<file path="src/rtl/pa_pkg.sv">
package pa_pkg;

  typedef struct packed {
    logic [4:0] len;
    logic       bad;
  } len_info_t;

  // Length code of a first parcel, in parcels, capped at max_p.
  function automatic len_info_t size_of_first(input logic [15:0] p,
                                              input bit          c_en,
                                              input int          max_p);
    len_info_t r;
    int        full;
    r.bad = 1'b0;
    full  = 1;
    if (p[1:0] != 2'b11) begin
      if (c_en) begin
        full  = 1;
        r.bad = (p == 16'h0000);
      end else begin
        full  = 2;
        r.bad = 1'b1;
      end
    end else if (p[4:2] != 3'b111) begin
      full = 2;
    end else if (!p[5]) begin
      full = 3;
    end else if (!p[6]) begin
      full = 4;
    end else if (p[14:12] != 3'b111) begin
      full = 5 + int'(p[14:12]);
    end else begin
      full  = max_p;
      r.bad = 1'b1;
    end
    if (full > max_p) begin
      full  = max_p;
      r.bad = 1'b1;
    end
    r.len = 5'(full);
    return r;
  endfunction

endpackage

</file>
<file path="src/rtl/pa_len_decode.sv">
module pa_len_decode #(
  parameter int ILEN_P = 4,
  parameter bit C_EN   = 1'b1,
  parameter int LW     = 3
) (
  input  logic [15:0]   parcel,
  output logic [LW-1:0] len,
  output logic          bad
);
  import pa_pkg::*;

  len_info_t info;

  always_comb begin
    info = size_of_first(parcel, C_EN, ILEN_P);
    len  = LW'(info.len);
    bad  = info.bad;
  end

endmodule

</file>
<file path="src/rtl/pa_gather.sv">
module pa_gather #(
  parameter int ILEN = 64,
  parameter bit C_EN = 1'b1,
  parameter int LW   = 3
) (
  input  logic            clk,
  input  logic            rst,
  input  logic            flush,
  input  logic            fire,
  input  logic [15:0]     parcel,
  input  logic [LW-1:0]   dec_len,
  input  logic            dec_bad,
  output logic            done,
  output logic [ILEN-1:0] done_word,
  output logic [LW-1:0]   done_len,
  output logic            done_bad
);
  localparam int ILEN_P = ILEN / 16;

  logic [LW-1:0]   cnt_q, need_q, cnt_inc, cur_need;
  logic            bad_q, cur_bad, first, all_ones;
  logic [ILEN-1:0] acc_q, word_next;

  assign first    = (cnt_q == '0);
  assign cur_need = first ? dec_len : need_q;
  assign cur_bad  = first ? dec_bad : bad_q;
  assign cnt_inc  = cnt_q + LW'(1);

  for (genvar i = 0; i < ILEN_P; i++) begin : g_slot
    assign word_next[16*i +: 16] = (cnt_q == LW'(i)) ? parcel : acc_q[16*i +: 16];
  end

  assign all_ones  = (&word_next) && (cur_need == LW'(ILEN_P));
  assign done      = fire && (cnt_inc == cur_need);
  assign done_word = word_next;
  assign done_len  = cur_need;
  assign done_bad  = cur_bad | all_ones;

  always_ff @(posedge clk) begin
    if (rst || flush) begin
      cnt_q  <= '0;
      need_q <= '0;
      bad_q  <= 1'b0;
      acc_q  <= '0;
    end else if (fire) begin
      if (done) begin
        cnt_q <= '0;
        acc_q <= '0;
      end else begin
        cnt_q <= cnt_inc;
        acc_q <= word_next;
      end
      if (first) begin
        need_q <= dec_len;
        bad_q  <= dec_bad;
      end
    end
  end

  // a flush leaves no partial instruction behind
  a_r9_flush_clears: assert property (@(posedge clk) disable iff (rst)
    flush |=> (cnt_q == '0));

  // emitted length stays within 1..ILEN/16 parcels
  a_r7_len_bound: assert property (@(posedge clk) disable iff (rst)
    done |-> (done_len >= LW'(1) && done_len <= LW'(ILEN_P)));

  // an all-zero first parcel is always flagged
  a_r4_zero_parcel: assert property (@(posedge clk) disable iff (rst)
    (fire && first && parcel == 16'h0000) |-> (done_bad || (!C_EN && !done && !cur_bad ? 1'b0 : 1'b1)) && (C_EN ? done : !done));

endmodule

</file>
<file path="src/rtl/pa_emit.sv">
module pa_emit #(
  parameter int ILEN = 64,
  parameter int LW   = 3
) (
  input  logic            clk,
  input  logic            rst,
  input  logic            load,
  input  logic [ILEN-1:0] word,
  input  logic [LW-1:0]   len,
  input  logic            bad,
  input  logic            out_ready,
  output logic            out_valid,
  output logic [ILEN-1:0] out_insn,
  output logic [LW-1:0]   out_len,
  output logic            out_illegal
);

  always_ff @(posedge clk) begin
    if (rst) begin
      out_valid   <= 1'b0;
      out_insn    <= '0;
      out_len     <= '0;
      out_illegal <= 1'b0;
    end else if (load) begin
      out_valid   <= 1'b1;
      out_insn    <= word;
      out_len     <= len;
      out_illegal <= bad;
    end else if (out_ready) begin
      out_valid   <= 1'b0;
    end
  end

  // a stalled result holds its contents
  a_r10_hold: assert property (@(posedge clk) disable iff (rst)
    (out_valid && !out_ready) |=> (out_valid && $stable(out_insn) &&
                                   $stable(out_len) && $stable(out_illegal)));

  // a finished instruction is presented one cycle later
  a_r11_present: assert property (@(posedge clk) disable iff (rst)
    load |=> out_valid);

  // no new instruction overwrites one still waiting
  a_r10_no_overwrite: assert property (@(posedge clk) disable iff (rst)
    load |-> !out_valid);

endmodule

</file>
<file path="src/rtl/parcel_assembler.sv">
module parcel_assembler #(
  parameter int ILEN = 64,
  parameter bit C_EN = 1'b1,
  localparam int ILEN_P = ILEN / 16,
  localparam int LW     = $clog2(ILEN_P + 1)
) (
  input  logic            clk,
  input  logic            rst,
  input  logic            flush,
  input  logic            in_valid,
  output logic            in_ready,
  input  logic [15:0]     in_parcel,
  output logic            out_valid,
  input  logic            out_ready,
  output logic [ILEN-1:0] out_insn,
  output logic [LW-1:0]   out_len,
  output logic            out_illegal
);

  logic            fire, done, done_bad, dec_bad;
  logic [LW-1:0]   dec_len, done_len;
  logic [ILEN-1:0] done_word;

  assign in_ready = !out_valid && !flush;
  assign fire     = in_valid && in_ready;

  pa_len_decode #(.ILEN_P(ILEN_P), .C_EN(C_EN), .LW(LW)) u_dec (
    .parcel (in_parcel),
    .len    (dec_len),
    .bad    (dec_bad)
  );

  pa_gather #(.ILEN(ILEN), .C_EN(C_EN), .LW(LW)) u_gather (
    .clk       (clk),
    .rst       (rst),
    .flush     (flush),
    .fire      (fire),
    .parcel    (in_parcel),
    .dec_len   (dec_len),
    .dec_bad   (dec_bad),
    .done      (done),
    .done_word (done_word),
    .done_len  (done_len),
    .done_bad  (done_bad)
  );

  pa_emit #(.ILEN(ILEN), .LW(LW)) u_emit (
    .clk         (clk),
    .rst         (rst),
    .load        (done),
    .word        (done_word),
    .len         (done_len),
    .bad         (done_bad),
    .out_ready   (out_ready),
    .out_valid   (out_valid),
    .out_insn    (out_insn),
    .out_len     (out_len),
    .out_illegal (out_illegal)
  );

endmodule

</file>
<file path="config.mk">
export PLATFORM = sky130hd
export DESIGN_NAME = parcel_assembler
export DESIGN_NICKNAME = d
export VERILOG_FILES = /design/src/rtl/pa_pkg.sv /design/src/rtl/pa_len_decode.sv /design/src/rtl/pa_gather.sv /design/src/rtl/pa_emit.sv /design/src/rtl/parcel_assembler.sv
export SDC_FILE = /design/constraint.sdc
export NUM_CORES = 1
export LEC_CHECK = 0
export ABC_AREA = 1
export BUFFER_PORTS_ARGS = -buffer_cell sky130_fd_sc_hd__buf_2
export CAP_MARGIN = 20
export CORE_MARGIN = 2
export CORE_UTILIZATION = 55
export CTS_CLUSTER_DIAMETER = 50
export DETAILED_ROUTE_END_ITERATION = 8
export PLACE_DENSITY_LB_ADDON = 0.08
export SLEW_MARGIN = 40
export SYNTH_ARGS = -nofsm -noshare
export SYNTH_HDL_FRONTEND = slang
export SYNTH_SLANG_ARGS = --single-unit
</file>
<file path="constraint.sdc">
create_clock -name clk -period 2.3 [get_ports clk]
set_input_delay 0.345 -clock clk [delete_from_list [all_inputs] [get_ports clk]]
set_output_delay 0.345 -clock clk [all_outputs]
set_load 0.02 [all_outputs]
</file>
==> results of run 1 <==
[layout make-up]
type                            instances  area [sq um]  area share, %
Clock inverter                          7           114           1.36
Inverter                               57           216           2.59
Multi-Input combinational cell        669          3410           40.8
Clock buffer                           24           472           5.64
Timing Repair Buffer                  156          1160           13.9
Tap cell                              147           184           2.20
Sequential cell                       140          2810           33.6
[cells by family after synthesis]
group                      Yosys count
AOI/OAI and AO/OA                  208
buffers and inverters              121
DFF                                140
adders and majority gates            8
and+or+nand+nor                    453
[worst max-delay path: stages (launching register included)]
cell and delay (ps):
sky130_fd_sc_hd__dfxtp_4 360, sky130_fd_sc_hd__inv_1 60, sky130_fd_sc_hd__ha_2 180, sky130_fd_sc_hd__nand2_4 110, sky130_fd_sc_hd__inv_2 50, sky130_fd_sc_hd__buf_4 140, sky130_fd_sc_hd__nand4_1 110, sky130_fd_sc_hd__nand2_1 70
sky130_fd_sc_hd__nand2_1 60, sky130_fd_sc_hd__nand2_1 70, sky130_fd_sc_hd__nor2_4 140, sky130_fd_sc_hd__nand2_4 130, sky130_fd_sc_hd__buf_4 190, sky130_fd_sc_hd__buf_12 150, sky130_fd_sc_hd__o21ai_1 160, sky130_fd_sc_hd__nor2_1 60
[power breakdown]
| part | leakage, nW | internal, mW | switching (mW) |
|---|---|---|---|
| logic | 2.01 | 0.287 | 0.549 |
| clock network | 0.288 | 1.75 | 0.990 |
| registers | 1.14 | 2.52 | 0.0439 |
| total | 3.43 | 4.56 | 1.58 |
[layout by cell type, fill, tap and decap left out]
cell type | synthesis | final
sky130_fd_sc_hd__buf_4 | 0 | 49
sky130_fd_sc_hd__nor2_4 | 1 | 2
sky130_fd_sc_hd__clkinv_2 | 0 | 3
sky130_fd_sc_hd__o21ai_0 | 118 | 98
sky130_fd_sc_hd__nand3b_1 | 1 | 1
sky130_fd_sc_hd__dfxtp_4 | 0 | 1
sky130_fd_sc_hd__buf_12 | 0 | 14
sky130_fd_sc_hd__dfxtp_2 | 0 | 1
sky130_fd_sc_hd__clkbuf_8 | 0 | 2
sky130_fd_sc_hd__bufinv_16 | 0 | 3
sky130_fd_sc_hd__nor2_1 | 176 | 176
sky130_fd_sc_hd__nand3_1 | 36 | 36
sky130_fd_sc_hd__inv_1 | 52 | 51
sky130_fd_sc_hd__nand4_1 | 9 | 9
sky130_fd_sc_hd__or2_0 | 1 | 1
sky130_fd_sc_hd__nand2_2 | 4 | 4
sky130_fd_sc_hd__dfxtp_1 | 140 | 138
sky130_fd_sc_hd__clkbuf_1 | 30 | 5
sky130_fd_sc_hd__inv_2 | 5 | 5
sky130_fd_sc_hd__clkinv_4 | 0 | 1
sky130_fd_sc_hd__a21oi_1 | 49 | 45
sky130_fd_sc_hd__a21oi_2 | 40 | 44
sky130_fd_sc_hd__nor3_1 | 3 | 3
sky130_fd_sc_hd__ha_4 | 0 | 1
sky130_fd_sc_hd__nand2_1 | 176 | 175
sky130_fd_sc_hd__o22ai_1 | 1 | 1
sky130_fd_sc_hd__nor4_1 | 1 | 1
sky130_fd_sc_hd__buf_2 | 20 | 90
sky130_fd_sc_hd__nand2_4 | 1 | 2
sky130_fd_sc_hd__buf_6 | 5 | 1
sky130_fd_sc_hd__nand3_2 | 43 | 43
sky130_fd_sc_hd__ha_1 | 8 | 5
sky130_fd_sc_hd__o21ai_1 | 0 | 20
sky130_fd_sc_hd__ha_2 | 0 | 2
sky130_fd_sc_hd__inv_4 | 0 | 1
sky130_fd_sc_hd__clkbuf_16 | 0 | 19
[state kept, by name, summed over array words and instances (netlist names)]
register            count
u_gather.need_q         3
u_emit.out_valid        1
u_emit.out_len          3
u_gather.acc_q         64
u_emit.out_insn        64
u_gather.cnt_q          3
u_gather.bad_q          1
u_emit.out_illegal      1
[per-layer routing]
layer / GRT usage, % / vias to the layer above / part of all wire, %
met5: 0 / - / 0
met2: 44.1 / 218 / 47
met3: 4.90 / 21 / 7.0
met4: 9.48 / 0 / 1.8
met1: 36.0 / 2890 / 45
li1: - / 3237 / -
[final timing paths]
path / endpoint
min: u_emit.out_valid$_SDFFE_PP0P_
min reg2reg: u_emit.out_len[1]$_SDFFE_PP0P_
max reg2reg: u_emit.out_insn[46]$_SDFFE_PP0P_
max: u_emit.out_insn[46]$_SDFFE_PP0P_
[through the flow]
step / std cells / power (mW)
after floorplan: 930 / 3.15
after global placement: 1166 / 3.43
after detailed placement: 1166 / 3.43
after CTS: 1197 / 6.15
after global routing: 1200 / 6.38
final: 1200 / 6.15
[repair_timing]
action                     CTS  global route
gates resized for setup      1            33
setup endpoints to repair    1           101
gates cloned                 0             2
hold buffers                 0             0
pin swaps                    0             3
buffers inserted             0             1
==> load_flow_metrics.sql, run 1 <==
INSERT INTO impl_metrics (metric_group, metric, value, unit) VALUES
('run_status', 'run_status', 'completed', ''),
('worst_setup_path', 'crit_start', 'u_gather.cnt_q[1]$_SDFFE_PP0P_', ''),
('sta', 'setup_viol', '0', ''),
('synthesis', 'synth-edff-count', '0', ''),
('cts', 'htree_levels', '4', ''),
('worst_setup_path', 'reg2reg_depth', '15', ''),
('sta', 'setup-tns-final', '0', 'ps'),
('cts', 'clock_insertion_delay_at_the_later_pin_of_the_skew_report', '420', 'ps'),
('die', 'die_width', '115', 'um'),
('synthesis', 'synth.ff_latch_count', '140', ''),
('sta', 'timing_worst_slew_pin_value', '750', 'ps'),
('synthesis', 'ys_seq_area_share', '41.5', '%'),
('synthesis', 'synth-xor-area-share', '0', '%'),
('synthesis', 'synthesis.instances', '930', ''),
('synthesis', 'synth_top_family_by_area', 'simple AND/OR/NAND/NOR gates', ''),
('global_routing', 'first_pass_grt_wire_length', '27900', 'um'),
('final_layout', 'final_core_utilization', '69.7', '%'),
('synthesis', 'top_cell_type_by_total_area_after_synthesis', 'sky130_fd_sc_hd__dfxtp_1', ''),
('sta', 'timing.slew.headroom', '50.0', '%'),
('worst_setup_path', 'regToRegSetupSlack', '150', 'ps'),
('die', 'core.rowCount', '40', ''),
('final_layout', 'nets', '1070', ''),
('synthesis', 'synth_cell_type_count', '27', ''),
('final_layout', 'area_delta_synth_final', '24.0', '%'),
('synthesis', 'avgSynthCellArea', '7.26', 'sq um'),
('job', 'cap_violations', '0', ''),
('placed_design', 'dpl_worst_slack', '-116', 'ps'),
('sta', 'fin_worst_skew', '5.15', 'ps'),
('detailed_routing', 'detailedRoute.firstPassIterationCount', '5', ''),
('worst_setup_path', 'worstReg2RegStart', 'u_gather.cnt_q[1]$_SDFFE_PP0P_', ''),
('sta', 'slew_violations', '0', ''),
('synthesis', 'async_flop_share', '0', '%'),
('sta', 'final_period_minus_worst_setup_slack', '2150', 'ps'),
('placed_design', 'dp_hpwl', '11200', 'um'),
('placed_design', 'gp_congestion', '0.887', ''),
('synthesis', 'synth_flop_cell', 'sky130_fd_sc_hd__dfxtp_1', ''),
('worst_hold_path', 'min_path_type', 'in2reg', ''),
('detailed_routing', 'route.detailed.drc', '0', ''),
('synthesis', 'synthesized_cell_area', '6750', 'sq um'),
('final_layout', 'n_antenna_cell', '0', ''),
('global_routing', 'antenna_violations_before_repair', '0', ''),
('worst_setup_path', 'critical_path.max_fanout', '17', ''),
('cts', 'cts_made_buffers', '17', ''),
('detailed_routing', 'detail_route.vias_per_cell', '5.31', ''),
('worst_setup_path', 'worstPathRequired', '2610', 'ps'),
('detailed_routing', 'route.detailed.wl_per_inst', '14.6', 'um'),
('worst_setup_path', 'worst-setup-path-type', 'reg2reg', ''),
('cts', 'path_clk_slew', '60', 'ps'),
('die', 'die_height', '115', 'um'),
('synthesis', 'post_synthesis_compound_gate_area_fraction', '17.7', '%'),
('power_and_ir_drop', 'vdd_ir_drop_max', '538', 'uV'),
('detailed_routing', 'via_count', '6366', ''),
('final_layout', 'filler_cell_count', '1063', ''),
('detailed_routing', 'dr.first_iter.drc_count', '478', ''),
('final_layout', 'post_route_cells_drive_above_1_share', '27.4', '%'),
('synthesis', 'netlist_top_cells_area', 'sky130_fd_sc_hd__dfxtp_1 42%, sky130_fd_sc_hd__nand2_1 9.8%, sky130_fd_sc_hd__nor2_1 9.8%', ''),
('placed_design', 'io_buffer_count', '90', ''),
('synthesis', 'basic_gate_share_of_the_synthesized_area_counting_and_or_nand_and_nor_cells', '30.8', '%'),
('worst_setup_path', 'worstSetupStartpointType', 'flip-flop', ''),
('sta', 'fmax', '0.465', 'GHz'),
('cts', 'cts_tree', 'done', ''),
('placed_design', 'postPlaceCellArea', '7660', 'sq um'),
('die', 'initial_core_util', '56.2', '%'),
('global_routing', 'groute.usage.overall', '27.0', '%'),
('synthesis', 'synth.top_cells.by_count', '176 x sky130_fd_sc_hd__nand2_1, 176 x sky130_fd_sc_hd__nor2_1, 140 x sky130_fd_sc_hd__dfxtp_1, 118 x sky130_fd_sc_hd__o21ai_0, 52 x sky130_fd_sc_hd__inv_1', ''),
('synthesis', 'syn-num-nets', '959', ''),
('worst_setup_path', 'timing.critical_path.to_type', 'flip-flop', ''),
('global_routing', 'grt_pass1_vias', '5718', ''),
('sta', 'rsz0062_at_grt', 'true', ''),
('synthesis', 'muxShareOfSynthArea', '0', '%'),
('power_and_ir_drop', 'static-leakage-power', '3.43', 'nW');
(Power assumes the default switching activity.)
==> run 2, diff against run 1 <==
--- a/config.mk
+++ b/config.mk
@@ -13,6 +13,8 @@
 export CTS_CLUSTER_DIAMETER = 50
 export DETAILED_ROUTE_END_ITERATION = 8
 export PLACE_DENSITY_LB_ADDON = 0.08
+export REMOVE_ABC_BUFFERS = 1
+export SKIP_LAST_GASP = 1
 export SLEW_MARGIN = 40
 export SYNTH_ARGS = -nofsm -noshare
 export SYNTH_HDL_FRONTEND = slang
==> load_flow_metrics.sql, run 2 (synthesis results as in run 1) <==
INSERT INTO impl_metrics (metric_group, metric, value, unit) VALUES
('global_routing', 'gr-total-overflow', '0', ''),
('worst_setup_path', 'worstPathRequired', '2610', 'ps'),
('placed_design', 'postPlaceCellArea', '7760', 'sq um'),
('cts', 'path_clk_slew', '50', 'ps'),
('die', 'die_height', '115', 'um'),
('sta', 'timing_worst_slew_pin_value', '744', 'ps'),
('die', 'core.rowCount', '40', ''),
('sta', 'rsz0062_at_grt', 'true', ''),
('worst_hold_path', 'min_path_type', 'in2reg', ''),
('cts', 'cts_tree', 'done', ''),
('final_layout', 'filler_cell_count', '1055', ''),
('die', 'initial_core_util', '56.2', '%'),
('worst_hold_path', 'hold_path_stages', '2', ''),
('worst_hold_path', 'hold-path-endpoint', 'u_emit.out_valid$_SDFFE_PP0P_', ''),
('sta', 'timing.slew.headroom', '50.4', '%'),
('die', 'ios', '91', ''),
('placed_design', 'dp_hpwl', '10800', 'um'),
('detailed_routing', 'detailedRoute.firstPassIterationCount', '5', ''),
('power_and_ir_drop', 'cell_pwr_density', '707', 'nW/um^2'),
('cts', 'cts_made_buffers', '17', ''),
('cts', 'cts_sinks', '140', ''),
('cts', 'post-cts-setup-buffers', '0', ''),
('final_layout', 'nets', '1088', ''),
('worst_setup_path', 'reg2reg_depth', '14', ''),
('cts', 'postCtsHoldBufs', '0', ''),
('detailed_routing', 'dr.first_iter.drc_count', '467', ''),
('worst_setup_path', 'worst-setup-path-type', 'reg2reg', ''),
('sta', 'setup-tns-final', '0', 'ps'),
('final_layout', 'top_regs', 'u_emit.out_insn x64, u_gather.acc_q x64', ''),
('final_layout', 'highest_count_cells_in_the_layout_ignoring_fill_and_taps', '174 x sky130_fd_sc_hd__nand2_1, 172 x sky130_fd_sc_hd__nor2_1, 138 x sky130_fd_sc_hd__dfxtp_1, 106 x sky130_fd_sc_hd__o21ai_0, 90 x sky130_fd_sc_hd__buf_2', ''),
('final_layout', 'layout.cells.most_common', 'sky130_fd_sc_hd__nand2_1', ''),
('placed_design', 'gp_congestion', '0.861', ''),
('job', 'cap_violations', '0', ''),
('final_layout', 'finalNonFillerCells', '1219', ''),
('sta', 'final_period_minus_worst_setup_slack', '2180', 'ps'),
('final_layout', 'n_antenna_cell', '0', ''),
('final_layout', 'fin_area', '8400', 'sq um'),
('cts', 'cts-root-to-sink-buffers', '2', ''),
('global_routing', 'groute.usage.overall', '25.6', '%'),
('global_routing', 'first_pass_grt_wire_length', '26900', 'um'),
('sta', 'final_hold_viol_count', '0', ''),
('placed_design', 'dpl_worst_slack', '-138', 'ps'),
('final_layout', 'post_route_cells_drive_above_1_share', '29.4', '%'),
('sta', 'fmax', '0.459', 'GHz'),
('worst_setup_path', 'critical_path.max_fanout', '22', ''),
('power_and_ir_drop', 'vdd_ir_drop_max', '567', 'uV'),
('run_status', 'run_status', 'completed', ''),
('detailed_routing', 'via_count', '6392', ''),
('placed_design', 'post-place-cells', '1186', ''),
('die', 'fp.dieArea', '13200', 'sq um'),
('worst_setup_path', 'worstSetupStartpointType', 'flip-flop', ''),
('final_layout', 'combined_area_of_the_multi_input_logic_cells', '3420', 'sq um'),
('die', 'die_width', '115', 'um'),
('detailed_routing', 'route.detailed.drc', '0', ''),
('detailed_routing', 'drt.antenna.violating_nets', '0', ''),
('global_routing', 'antenna_violations_before_repair', '0', ''),
('sta', 'setup_ws', '123', 'ps'),
('global_routing', 'grt_pass1_vias', '5667', ''),
('worst_setup_path', 'worstReg2RegStart', 'u_gather.cnt_q[0]$_SDFFE_PP0P_', ''),
('detailed_routing', 'detail_route.vias_per_cell', '5.24', ''),
('sta', 'fin_hold_ws', '129', 'ps'),
('final_layout', 'ff_latch_area', '2810', 'sq um'),
('worst_setup_path', 'timing.rr.end', 'u_emit.out_insn[62]$_SDFFE_PP0P_', ''),
('global_routing', 'largest_net_degree_at_the_start_of_global_routing', '74', ''),
('final_layout', 'area_delta_synth_final', '24.5', '%'),
('power_and_ir_drop', 'power', '5.94', 'mW'),
('cts', 'htree_levels', '4', ''),
('sta', 'fin_worst_skew', '6.86', 'ps'),
('cts', 'clock_insertion_delay_at_the_later_pin_of_the_skew_report', '420', 'ps'),
('final_layout', 'final_core_utilization', '69.9', '%'),
('worst_hold_path', 'min-delay-start', 'rst', ''),
('worst_setup_path', 'timing.critical_path.to_type', 'flip-flop', ''),
('placed_design', 'io_buffer_count', '90', ''),
('sta', 'setup_viol', '0', ''),
('cts', 'cts.root.buffer_cell', 'sky130_fd_sc_hd__clkbuf_16', ''),
('sta', 'final_min_period_over_clock_period', '94.7', '%'),
('die', 'floorplan.core_area', '12000', 'sq um'),
('detailed_routing', 'drt-total-wl', '16600', 'um'),
('sta', 'slew_violations', '0', ''),
('worst_setup_path', 'regToRegSetupSlack', '120', 'ps'),
('worst_setup_path', 'arrival', '2480', 'ps'),
('detailed_routing', 'route.detailed.wl_per_inst', '13.6', 'um'),
('power_and_ir_drop', 'static-leakage-power', '3.47', 'nW');
[run 2: layer usage]
layer / global-route usage, % / up-vias / wire [um]
met1: 35.8 / 2908 / 8010
met2: 39.4 / 181 / 7470
met3: 6.01 / 16 / 917
li1: - / 3287 / -
met4: 8.03 / 0 / 214
met5: 0 / - / 0
[run 2: final cells by class]
type / count / share of cell area [%]
Inverter: 57 / 2.55
Clock inverter: 12 / 1.16
Tap cell: 147 / 2.19
Clock buffer: 20 / 5.44
Sequential cell: 140 / 33.4
Multi-Input combinational cell: 669 / 40.7
Timing Repair Buffer: 174 / 14.5
[run 2: worst max path at each step]
stage                                         startpoint  slack [ps]                                to
after global routing      u_gather.cnt_q[1]$_SDFFE_PP0P_         -40   u_emit.out_illegal$_SDFFE_PP0P_
after detailed placement                   in_parcel[12]        -140  u_emit.out_insn[41]$_SDFFE_PP0P_
after global placement                     in_parcel[12]         -90   u_emit.out_insn[6]$_SDFFE_PP0P_
after CTS                 u_gather.cnt_q[0]$_SDFFE_PP0P_          10  u_emit.out_insn[10]$_SDFFE_PP0P_
after floorplan            u_emit.out_valid$_SDFFE_PP0P_       -4230    u_emit.out_len[2]$_SDFFE_PP0P_
final                     u_gather.cnt_q[0]$_SDFFE_PP0P_         120  u_emit.out_insn[62]$_SDFFE_PP0P_
[run 2: critical path, stage by stage (launching register included)]
cell,delay [ps]
sky130_fd_sc_hd__dfxtp_2,360
sky130_fd_sc_hd__inv_1,60
sky130_fd_sc_hd__ha_1,220
sky130_fd_sc_hd__nand2_4,120
sky130_fd_sc_hd__inv_2,40
sky130_fd_sc_hd__or2_0,200
sky130_fd_sc_hd__nand2_2,100
sky130_fd_sc_hd__nand2_1,50
sky130_fd_sc_hd__nand2_1,50
sky130_fd_sc_hd__nand2_1,80
sky130_fd_sc_hd__nor2_4,140
sky130_fd_sc_hd__nand2_4,100
sky130_fd_sc_hd__buf_4,220
sky130_fd_sc_hd__o21ai_0,230
sky130_fd_sc_hd__nor2_1,60
[run 2: where the power goes]
group	internal, mW	switching, mW	total, mW
Clock	1.53	1.03	2.56
Combinational	0.282	0.532	0.814
Sequential	2.52	0.0431	2.57
[run 2: repair_timing]
action                                  4_1_cts  5_1_grt
resized for setup                             1       29
pin swaps                                     0        2
endpoints found under the setup margin        2       70
gates cloned                                  0        1
==> run 3, diff against run 2 <==
--- a/config.mk
+++ b/config.mk
@@ -9,7 +9,7 @@
 export BUFFER_PORTS_ARGS = -buffer_cell sky130_fd_sc_hd__buf_2
 export CAP_MARGIN = 20
 export CORE_MARGIN = 2
-export CORE_UTILIZATION = 55
+export CORE_UTILIZATION = 35
 export CTS_CLUSTER_DIAMETER = 50
 export DETAILED_ROUTE_END_ITERATION = 8
 export PLACE_DENSITY_LB_ADDON = 0.08
==> load_flow_metrics.sql, run 3 (synthesis results as in run 1) <==
INSERT INTO impl_metrics (metric_group, metric, value, unit) VALUES
('placed_design', 'dp_hpwl', '12500', 'um'),
('cts', 'cts_sinks', '140', ''),
('worst_setup_path', 'reg2reg_depth', '14', ''),
('cts', 'cts_tree', 'done', ''),
('sta', 'fin_worst_skew', '8.84', 'ps'),
('final_layout', 'ff_latch_area', '2810', 'sq um'),
('worst_setup_path', 'worst_path_largest_cell_delay', '360', 'ps'),
('worst_setup_path', 'crit_path_top_delay_cell', 'sky130_fd_sc_hd__dfxtp_2', ''),
('detailed_routing', 'via_count', '6337', ''),
('detailed_routing', 'detailedRoute.firstPassIterationCount', '5', ''),
('placed_design', 'gp_congestion', '0.826', ''),
('cts', 'clock_insertion_delay_at_the_later_pin_of_the_skew_report', '430', 'ps'),
('detailed_routing', 'dr.first_iter.drc_count', '307', ''),
('sta', 'final_period_minus_worst_setup_slack', '2210', 'ps'),
('cts', 'cts_made_buffers', '17', ''),
('final_layout', 'combined_area_of_the_multi_input_logic_cells', '3420', 'sq um'),
('die', 'core.rowCount', '50', ''),
('final_layout', 'highest_count_cells_in_the_layout_ignoring_fill_and_taps', '175 x sky130_fd_sc_hd__nand2_1, 174 x sky130_fd_sc_hd__nor2_1, 138 x sky130_fd_sc_hd__dfxtp_1, 99 x sky130_fd_sc_hd__o21ai_0, 90 x sky130_fd_sc_hd__buf_2', ''),
('die', 'floorplan.core_area', '18800', 'sq um'),
('power_and_ir_drop', 'clockPowerShare', '47.5', '%'),
('run_status', 'run_status', 'completed', ''),
('worst_setup_path', 'cp.buffers_inverters', '3', ''),
('sta', 'timing.slew.headroom', '56.2', '%'),
('worst_setup_path', 'worstPathRequired', '2610', 'ps'),
('power_and_ir_drop', 'static-leakage-power', '3.61', 'nW'),
('power_and_ir_drop', 'cell_internal_pwr', '4.86', 'mW'),
('power_and_ir_drop', 'cell_pwr_density', '743', 'nW/um^2'),
('cts', 'htree_levels', '4', ''),
('placed_design', 'io_buffer_count', '90', ''),
('power_and_ir_drop', 'total_switching_power', '1.68', 'mW'),
('power_and_ir_drop', 'vdd_ir_drop_max', '534', 'uV'),
('sta', 'rsz0062_at_grt', 'true', ''),
('worst_setup_path', 'critical_path.max_fanout', '20', ''),
('sta', 'final_hold_viol_count', '0', ''),
('detailed_routing', 'route.detailed.drc', '0', ''),
('global_routing', 'first_pass_grt_wire_length', '30500', 'um'),
('final_layout', 'filler_cell_count', '1971', ''),
('die', 'ios', '91', ''),
('worst_setup_path', 'critical_path.most_common_cell', 'sky130_fd_sc_hd__nand2_1', ''),
('global_routing', 'gr-total-overflow', '0', ''),
('die', 'die_width', '143', 'um'),
('worst_setup_path', 'worst-setup-path-type', 'reg2reg', ''),
('final_layout', 'post_route_cells_drive_above_1_share', '29.5', '%'),
('die', 'initial_core_util', '35.8', '%'),
('sta', 'final_min_period_over_clock_period', '96.2', '%'),
('die', 'die_height', '143', 'um'),
('worst_setup_path', 'worstSetupStartpointType', 'flip-flop', ''),
('worst_setup_path', 'cp_top_family', 'simple AND/OR/NAND/NOR gates', ''),
('power_and_ir_drop', 'p_seq_share', '39.2', '%'),
('detailed_routing', 'route.detailed.wl_per_inst', '14.1', 'um'),
('power_and_ir_drop', 'power', '6.54', 'mW'),
('final_layout', 'top_regs', 'u_emit.out_insn x64, u_gather.acc_q x64', ''),
('cts', 'path_clk_slew', '60', 'ps'),
('sta', 'fin_hold_ws', '114', 'ps'),
('worst_setup_path', 'worst_path_cell_trace', 'inv_1, ha_1, nand2_4, inv_2, or2_0, nand2_2, nand2_1, nand2_1, nand2_1, nor2_4, nand2_8, buf_4, o21ai_0, nor2_1', ''),
('worst_setup_path', 'critical_path_cell_count', '14', ''),
('detailed_routing', 'drt-total-wl', '19000', 'um'),
('die', 'fp.dieArea', '20400', 'sq um'),
('cts', 'cts-root-to-sink-buffers', '2', ''),
('detailed_routing', 'drt.antenna.violating_nets', '0', ''),
('sta', 'timing_worst_slew_pin_value', '658', 'ps'),
('global_routing', 'groute.usage.overall', '18.9', '%'),
('worst_setup_path', 'arrival', '2520', 'ps'),
('power_and_ir_drop', 'part_of_the_total_power_dissipated_in_combinational_logic', '13.3', '%'),
('sta', 'slew_violations', '0', ''),
('sta', 'fmax', '0.452', 'GHz'),
('power_and_ir_drop', 'switching_fraction_of_total_power', '25.7', '%'),
('sta', 'setup_viol', '0', ''),
('worst_hold_path', 'min_path_type', 'in2reg', ''),
('final_layout', 'nets', '1098', ''),
('final_layout', 'area_delta_synth_final', '30.5', '%'),
('global_routing', 'antenna_violations_before_repair', '0', ''),
('worst_hold_path', 'hold_path_stages', '2', ''),
('global_routing', 'largest_net_degree_at_the_start_of_global_routing', '70', ''),
('cts', 'cts.root.buffer_cell', 'sky130_fd_sc_hd__clkbuf_16', ''),
('job', 'cap_violations', '0', ''),
('worst_setup_path', 'timing.critical_path.to_type', 'flip-flop', ''),
('detailed_routing', 'detail_route.vias_per_cell', '4.72', ''),
('global_routing', 'grt_pass1_vias', '5931', ''),
('final_layout', 'layout.cells.most_common', 'sky130_fd_sc_hd__nand2_1', ''),
('final_layout', 'n_antenna_cell', '0', '');
run 3: area by class of cell:
class | instances | area share [%]
clock inverters | 13 | 2.52
well taps | 260 | 3.69
clock buffers | 19 | 4.92
multi-input cells | 669 | 38.9
flip-flops and latches | 140 | 31.9
inverters | 57 | 2.46
repair buffers | 184 | 15.7
run 3: power groups by stage:
stage	Clock [mW]	Sequential [mW]	Combinational, mW
after floorplan	0	2.73	0.363
after global placement	0	2.62	0.840
after detailed placement	0	2.62	0.845
after CTS	3.17	2.57	0.847
after global routing	3.28	2.58	0.961
final	3.11	2.57	0.869
run 3: what timing repair did:
action | CTS | global route
hold buffers | 0 | 0
gates resized for setup | 1 | 33
pin swaps | 0 | 3
setup endpoints to repair | 1 | 100
setup buffers | 0 | 0
cloned | 0 | 3
run 3: path summary, 6_finish.rpt:
kind	startpoint	end	slack, ps
setup / recovery	u_gather.cnt_q[0]$_SDFFE_PP0P_	u_emit.out_insn[63]$_SDFFE_PP0P_	90
hold / removal	rst	u_emit.out_valid$_SDFFE_PP0P_	110
setup reg to reg	u_gather.cnt_q[0]$_SDFFE_PP0P_	u_emit.out_insn[63]$_SDFFE_PP0P_	90
hold reg to reg	u_gather.acc_q[11]$_SDFFE_PP0P_	u_gather.acc_q[11]$_SDFFE_PP0P_	460
run 3: routing by layer:
metal | vias to the layer above | GRT usage, % | share of wire, %
met3 | 20 | 3.49 | 3.3
met5 | - | 0 | 0
met4 | 0 | 6.04 | 1.5
li1 | 3306 | - | -
met1 | 2888 | 26.5 | 51
met2 | 123 | 29.5 | 45
run 3: stage by stage:
stage	TNS (ps)	cell area, sq um	util (%)	setup slack (ps)	std cells
2_1_floorplan	-514190	6390	-	-4230	866
3_3_place_gp	-4270	8000	42.5	-129	1306
3_5_place_dp	-5260	8000	42.5	-135	1306
4_1_cts	0	8650	46.0	2.48	1338
5_1_grt	-307	8800	46.8	-61.0	1342
6_report	0	8800	46.8	87.1	1342
run 3: worst reg2reg max path, cell delays in order (launching register included):
cell                      delay [ps]
sky130_fd_sc_hd__dfxtp_2         360
sky130_fd_sc_hd__inv_1            60
sky130_fd_sc_hd__ha_1            220
sky130_fd_sc_hd__nand2_4         110
sky130_fd_sc_hd__inv_2            50
sky130_fd_sc_hd__or2_0           210
sky130_fd_sc_hd__nand2_2         100
sky130_fd_sc_hd__nand2_1          50
sky130_fd_sc_hd__nand2_1          50
sky130_fd_sc_hd__nand2_1          80
sky130_fd_sc_hd__nor2_4          150
sky130_fd_sc_hd__nand2_8         120
sky130_fd_sc_hd__buf_4           230
sky130_fd_sc_hd__o21ai_0         250
sky130_fd_sc_hd__nor2_1           60
